===== src/rtl/afs_pkg.sv =====
// Package: shared types and constants for the posted-write fault capture.
// Assumes a 32-bit status word whose bit positions are fixed by software.
package afs_pkg;
    parameter int unsigned AFS_AW = 32;   // physical address width
    parameter int unsigned AFS_SW = 3;    // transaction size code width

    typedef enum logic [1:0] {
        CPL_OK     = 2'b00,
        CPL_LATE   = 2'b01,
        CPL_ACKERR = 2'b10,
        CPL_RSVD   = 2'b11
    } cpl_kind_e;

    // One fault as seen by the recorder
    typedef struct packed {
        logic              late;
        logic              tmo;
        logic              ack;
        logic [AFS_SW-1:0] size;
        logic              sup;
        logic              rd;
        logic [AFS_AW-1:0] addr;
    } fault_rec_t;

    // Recorder state
    typedef struct packed {
        logic              late;
        logic              tmo;
        logic              ack;
        logic [AFS_SW-1:0] size;
        logic              sup;
        logic              multi;
        logic              rd;
        logic              valid;
        logic [AFS_AW-1:0] addr;
    } fault_state_t;

    localparam logic [3:0] RESV_VALUE = 4'h8;
endpackage


===== src/rtl/afs_timer.sv =====
// Module: write stall timer. It times one outstanding posted write and
// holds that write's attributes. It fires once when LIMIT edges pass
// with no write completion. Assumes at most one write is outstanding;
// a new start replaces the old one.
module afs_timer
    import afs_pkg::*;
#(
    parameter int unsigned LIMIT = 320
) (
    input  logic              clk,
    input  logic              rst_n,
    input  logic              start_i,
    input  logic [AFS_SW-1:0] start_size_i,
    input  logic              start_sup_i,
    input  logic [AFS_AW-1:0] start_addr_i,
    input  logic              end_i,
    output logic              fire_o,
    output logic [AFS_SW-1:0] size_o,
    output logic              sup_o,
    output logic [AFS_AW-1:0] addr_o
);
    localparam int unsigned CW = (LIMIT > 1) ? $clog2(LIMIT) : 1;
    localparam logic [CW-1:0] LAST = CW'(LIMIT - 1);

    logic          busy;
    logic [CW-1:0] age;

    // Fire when the write has aged to the limit without ending or restarting
    assign fire_o = busy && !start_i && !end_i && (age == LAST);

    // Track the outstanding write and its age in cycles
    always_ff @(posedge clk) begin
        if (!rst_n) begin
            busy   <= 1'b0;
            age    <= '0;
            size_o <= '0;
            sup_o  <= 1'b0;
            addr_o <= '0;
        end else if (start_i) begin
            busy   <= 1'b1;
            age    <= '0;
            size_o <= start_size_i;
            sup_o  <= start_sup_i;
            addr_o <= start_addr_i;
        end else if (busy) begin
            if (end_i || age == LAST) begin
                busy <= 1'b0;
            end else begin
                age <= age + 1'b1;
            end
        end
    end
endmodule


===== src/rtl/afs_merge.sv =====
// Module: fault merger. It turns a completion event and a timer fire into
// one fault record for the recorder. A completion fault wins over a
// simultaneous timeout, and the pair is flagged as a double. Purely
// combinational.
module afs_merge
    import afs_pkg::*;
(
    input  logic              cpl_valid_i,
    input  cpl_kind_e         cpl_kind_i,
    input  logic [AFS_SW-1:0] cpl_size_i,
    input  logic              cpl_sup_i,
    input  logic              cpl_rd_i,
    input  logic [AFS_AW-1:0] cpl_addr_i,
    input  logic              to_fire_i,
    input  logic [AFS_SW-1:0] to_size_i,
    input  logic              to_sup_i,
    input  logic [AFS_AW-1:0] to_addr_i,
    output logic              hit_o,
    output logic              dual_o,
    output fault_rec_t        rec_o
);
    logic cpl_fault;

    // A completion is a fault only for the two error kinds
    assign cpl_fault = cpl_valid_i &&
                       (cpl_kind_i == CPL_LATE || cpl_kind_i == CPL_ACKERR);
    assign hit_o  = cpl_fault || to_fire_i;
    assign dual_o = cpl_fault && to_fire_i;

    // Pick the record to offer, completion first
    always_comb begin
        if (cpl_fault) begin
            rec_o.late = (cpl_kind_i == CPL_LATE);
            rec_o.tmo  = 1'b0;
            rec_o.ack  = (cpl_kind_i == CPL_ACKERR);
            rec_o.size = cpl_size_i;
            rec_o.sup  = cpl_sup_i;
            rec_o.rd   = cpl_rd_i;
            rec_o.addr = cpl_addr_i;
        end else begin
            rec_o.late = 1'b0;
            rec_o.tmo  = 1'b1;
            rec_o.ack  = 1'b0;
            rec_o.size = to_size_i;
            rec_o.sup  = to_sup_i;
            rec_o.rd   = 1'b0;
            rec_o.addr = to_addr_i;
        end
    end
endmodule


===== src/rtl/afs_recorder.sv =====
// Module: sticky fault recorder. It keeps the first fault in detail and
// marks any later one in the multiple flag. A software clear is applied
// before a fault at the same edge, so that fault is recorded as first.
// The address survives a clear.
module afs_recorder
    import afs_pkg::*;
(
    input  logic         clk,
    input  logic         rst_n,
    input  logic         hit_i,
    input  logic         dual_i,
    input  fault_rec_t   rec_i,
    input  logic         clr_i,
    output fault_state_t st_o
);
    fault_state_t nxt;

    // Next state: clear first, then record or flag the incoming fault
    always_comb begin
        nxt = st_o;
        if (clr_i) begin
            nxt.late  = 1'b0;
            nxt.tmo   = 1'b0;
            nxt.ack   = 1'b0;
            nxt.size  = '0;
            nxt.sup   = 1'b0;
            nxt.multi = 1'b0;
            nxt.rd    = 1'b0;
            nxt.valid = 1'b0;
        end
        if (hit_i) begin
            if (nxt.valid) begin
                nxt.multi = 1'b1;
            end else begin
                nxt.late  = rec_i.late;
                nxt.tmo   = rec_i.tmo;
                nxt.ack   = rec_i.ack;
                nxt.size  = rec_i.size;
                nxt.sup   = rec_i.sup;
                nxt.rd    = rec_i.rd;
                nxt.addr  = rec_i.addr;
                nxt.valid = 1'b1;
                nxt.multi = dual_i;
            end
        end
    end

    // State register
    always_ff @(posedge clk) begin
        if (!rst_n) begin
            st_o <= '0;
        end else begin
            st_o <= nxt;
        end
    end
endmodule


===== src/rtl/afs_fault_capture.sv =====
// Module: top of the posted-write fault capture. It wires the stall timer,
// the fault merger and the recorder, and it packs the status word.
// Assumes the completion and start strobes are one cycle wide and
// synchronous to clk. The timeout limit comes from CLK_HZ and TIMEOUT_NS.
module afs_fault_capture
    import afs_pkg::*;
#(
    parameter longint unsigned CLK_HZ     = 25_000_000,
    parameter longint unsigned TIMEOUT_NS = 12_800
) (
    input  logic        clk,
    input  logic        rst_n,
    input  logic        wr_start,
    input  logic [2:0]  wr_size,
    input  logic        wr_super,
    input  logic [31:0] wr_addr,
    input  logic        cpl_valid,
    input  logic [1:0]  cpl_kind,
    input  logic [2:0]  cpl_size,
    input  logic        cpl_super,
    input  logic        cpl_read,
    input  logic [31:0] cpl_addr,
    input  logic        sw_wr,
    output logic [31:0] status,
    output logic [31:0] fault_addr,
    output logic        irq
);
    localparam longint unsigned LIMIT_L = (CLK_HZ * TIMEOUT_NS) / 64'd1_000_000_000;
    localparam int unsigned     LIMIT   = (LIMIT_L < 1) ? 1 : int'(LIMIT_L);

    logic              to_fire;
    logic [AFS_SW-1:0] to_size;
    logic              to_sup;
    logic [AFS_AW-1:0] to_addr;
    logic              write_end;
    logic              hit;
    logic              dual;
    fault_rec_t        rec;
    fault_state_t      st;
    logic              err_sum;

    // Any write completion ends the timed write
    assign write_end = cpl_valid && !cpl_read;

    afs_timer #(.LIMIT(LIMIT)) u_timer (
        .clk          (clk),
        .rst_n        (rst_n),
        .start_i      (wr_start),
        .start_size_i (wr_size),
        .start_sup_i  (wr_super),
        .start_addr_i (wr_addr),
        .end_i        (write_end),
        .fire_o       (to_fire),
        .size_o       (to_size),
        .sup_o        (to_sup),
        .addr_o       (to_addr)
    );

    afs_merge u_merge (
        .cpl_valid_i (cpl_valid),
        .cpl_kind_i  (cpl_kind_e'(cpl_kind)),
        .cpl_size_i  (cpl_size),
        .cpl_sup_i   (cpl_super),
        .cpl_rd_i    (cpl_read),
        .cpl_addr_i  (cpl_addr),
        .to_fire_i   (to_fire),
        .to_size_i   (to_size),
        .to_sup_i    (to_sup),
        .to_addr_i   (to_addr),
        .hit_o       (hit),
        .dual_o      (dual),
        .rec_o       (rec)
    );

    afs_recorder u_rec (
        .clk    (clk),
        .rst_n  (rst_n),
        .hit_i  (hit),
        .dual_i (dual),
        .rec_i  (rec),
        .clr_i  (sw_wr),
        .st_o   (st)
    );

    // Pack the status word and drive the interrupt
    assign err_sum    = st.late | st.tmo | st.ack;
    assign status     = {err_sum, st.late, st.tmo, st.ack, st.size, st.sup,
                         RESV_VALUE, st.multi, st.rd, st.valid, 17'd0};
    assign fault_addr = st.addr;
    assign irq        = err_sum;
endmodule


===== config.mk =====
export PLATFORM = sky130hd
export DESIGN_NAME = afs_fault_capture
export DESIGN_NICKNAME = d
export VERILOG_FILES = /design/src/rtl/afs_pkg.sv /design/src/rtl/afs_timer.sv /design/src/rtl/afs_merge.sv /design/src/rtl/afs_recorder.sv /design/src/rtl/afs_fault_capture.sv
export SDC_FILE = /design/constraint.sdc
export NUM_CORES = 1
export LEC_CHECK = 0
export ABC_CLOCK_PERIOD_IN_PS = 2700
export BUFFER_PORTS_ARGS = -buffer_cell sky130_fd_sc_hd__clkbuf_2
export CORE_MARGIN = 2
export CORE_UTILIZATION = 45
export DETAILED_ROUTE_END_ITERATION = 6
export PLACE_DENSITY = 0.76
export SYNTH_ARGS = -nofsm -noshare
export SYNTH_HDL_FRONTEND = slang
export SYNTH_HIERARCHICAL = 1
export SYNTH_SLANG_ARGS = --single-unit

===== constraint.sdc =====
create_clock -name clk -period 2.7 [get_ports clk]
set_clock_uncertainty 0.2 [all_clocks]
set_input_delay 0.675 -clock clk [delete_from_list [all_inputs] [get_ports clk]]
set_output_delay 0.675 -clock clk [all_outputs]
set_load 0.1 [all_outputs]

==> results.toml <==
[status]
status = "complete, no violations"

[timing]
period_needed_ns = 2.45
finalHoldViolCount = 0
period_share = 0.906
maxSlewViolCount = 0
max_slew_margin = 0.619
rsz0062_at_grt = "no"
layout_setup_ws_ns = 0.255
finalSetupViolCount = 0
fin_tns_setup_ns = 0
fmax_ghz = 0.409
worst_slew_pin_slew_ns = 0.571

[floorplanning]
die_y_um = 104
initial_core_util = 0.463
fp.dieW_um = 104
core_area_mm2 = 0.00973
io_pins = 145
dieArea_mm2 = 0.0108
rows = 36

[detailed_routing]
wl_per_cell_um = 13.1
dr_wl_met2_mm = 4.38
wl_mm = 9.01
top_layer = "met4"
route.detailed.drc = 0
route.met3.wl_um = 481
ant_nets = 0
drtIter0Drc = 126
vias_per_cell = 4.73
drt-pass1-iter-count = 4
drt-met1-wl_mm = 3.94
vias = 3243

[global_routing]
grt_pass1_vias = 3187
grt_pass1_wl_mm = 15.0
antenna_found_initial = 0
grt_remaining_overflow = 0
grt_max_degree = 70
grt_use_total = 0.171

[critical_path]
worstRegToRegCells = 9
setup.worst_path.class = "reg2out"
critical_path.endpoint_type = "output pin"
r2r-start = "u_timer/age[0]$_SDFFE_PP0P_"
r2r_end = "u_rec/st_o[29]$_SDFFE_PN0P_"
cp_data_arrival_time_ns = 1.57
cp_max_fo = 3
crit_start = "u_rec/st_o[39]$_SDFF_PN0_"
critPathLaunchType = "register"
cp.required_ns = 1.82
rrSetupSlack_ns = 0.39

[finish]
finalNetCount = 630
layout_common_cells = "122 x clkbuf_2, 86 x nand2_1, 85 x dfxtp_1"
antennaDiodeCount = 0
drive_gt1_frac = 0.350
layout_commonest_cell = "clkbuf_2"
area_growth_pct = 15.5

[power]
power.density_mw_per_mm2 = 608
power.leakage_nw = 2.46
peakVddDrop_mv = 0.261

[synthesis]
synth.distinct_cells = 45
synth_cells = 436
avgSynthCellArea_um2 = 10.3
ys_seq_area_frac = 0.391
yosysTopAreaCellShare = 0.391
synth_top_area_cell = "dfxtp_1"
yosysWarnings = 6
synth-seq-cells = 88
syn_area_mm2 = 0.00451
yosys-top-cells-area = "dfxtp_1 39%, mux2i_1 16%, mux2_4 12%"

[flow_run]
cap_viol_max_count = 0

[hold_path]
hp-class = "reg2reg"
whs_path_depth = 2
hold-path-endpoint = "u_rec/st_o[20]$_SDFFE_PN0P_"
hp-start = "u_rec/st_o[20]$_SDFFE_PN0P_"

[clock_tree]
cts_hold_buf = 0
cts_buffer_depth = 2
htreeDepth = 3
cts_tree = "yes"
cts.sinks = 88
clk_latency_ns = 0.36
clk_pin_slew_ns = 0.08
cts_setup_buffers = 0
cts_root_buf = "clkbuf_8"
cts_resized = 0
cts_made_buffers = 9

[placed_design]
routabilityCongestion = 0.826
io_buffers = 123
hpwlAfterDp_mm = 6.48
post-place-ws_ns = 0.102
## logic make-up (layout without fill, tap and decap cells)
kind of cell               count (synthesis)  after routing  share of synthesized area
AOI/OAI and AO/OA                         22             22                     0.0361
other                                      2             21                    0.00167
muxes                                    106            106                      0.274
and+or+nand+nor                          154            154                      0.168
DFF                                       88             88                      0.391
adders and majority gates                  3              3                    0.00833
buffers and inverters                     57            154                      0.113
xor gates and xnor gates                   4              4                    0.00777
## power breakdown
part           switching (mW)  total, mW  leakage, nW  internal [mW]
Combinational           0.523      0.766         1.63          0.243
Clock                   0.463       1.01        0.106          0.545
Sequential             0.0335       1.39        0.721           1.36
## registers in the layout, indices dropped and copies added (netlist names)
signal          cells
u_timer/addr_o     32
u_timer/sup_o       1
u_rec/st_o         42
u_timer/size_o      3
u_timer/age         9
u_timer/busy        1
## cell usage after synthesis (all sizes together)
| cell type | count |
|---|---|
| o21ai | 4 |
| o22ai | 8 |
| nand3 | 3 |
| nand2 | 86 |
| ha | 3 |
| a21oi | 2 |
| dfxtp | 88 |
| nor2b | 42 |
| a21o | 1 |
| nor3b | 2 |
| a311oi | 2 |
| and3 | 1 |
| mux2 | 36 |
| or4b | 1 |
| nand2b | 2 |
| clkbuf | 11 |
| dlymetal6s2s | 1 |
| conb | 2 |
| nor2 | 10 |
| a31o | 1 |
| buf | 38 |
| nand4b | 1 |
| mux2i | 70 |
| and2 | 3 |
| inv | 7 |
| xor2 | 1 |
| and4 | 1 |
| nand4 | 1 |
| a2111oi | 1 |
| a211oi | 1 |
| or3 | 1 |
| o21a | 2 |
| xnor2 | 3 |
## worst max-delay path, stage by stage, from the launching register on
cell      delay (ns)
dfxtp_2         0.34
or3_2           0.48
clkbuf_2        0.39
## worst max-delay path by stage
stage	end	cells after the start
CTS	status[31]	2
global route	status[31]	2
global placement	u_rec/st_o[16]$_SDFFE_PN0P_	10
detailed placement	u_rec/st_o[6]$_SDFFE_PN0P_	10
floorplan	status[31]	2
finish	status[31]	2
## metrics by stage
step	cell area (um^2)	hold slack (ns)	util	std cells	power (mW)
2_1_floorplan	4580	0.253	-	455	2.11
3_5_place_dp	4990	0.249	0.513	669	2.19
5_1_grt	5210	0.277	0.535	685	3.31
3_3_place_gp	4990	0.242	0.513	669	2.17
6_report	5210	0.263	0.535	685	3.16
4_1_cts	5210	0.266	0.535	685	3.20
## final cells by class
class                      instances  area [um^2]
clock inverter                     5         80.1
fill                             912         4520
clock buffer                      11          141
tap                              133          166
sequential                        88         1770
inverter                           7         26.3
timing repair buffer             131          716
multi-input combinational        310         2310
## layer usage
layer | vias to the layer above | track usage
li1 | 1631 | -
met4 | 0 | 0.0801
met5 | - | 0
met1 | 1497 | 0.203
met2 | 99 | 0.289
met3 | 16 | 0.0432
Note: power is estimated with default switching activity, not from simulation.
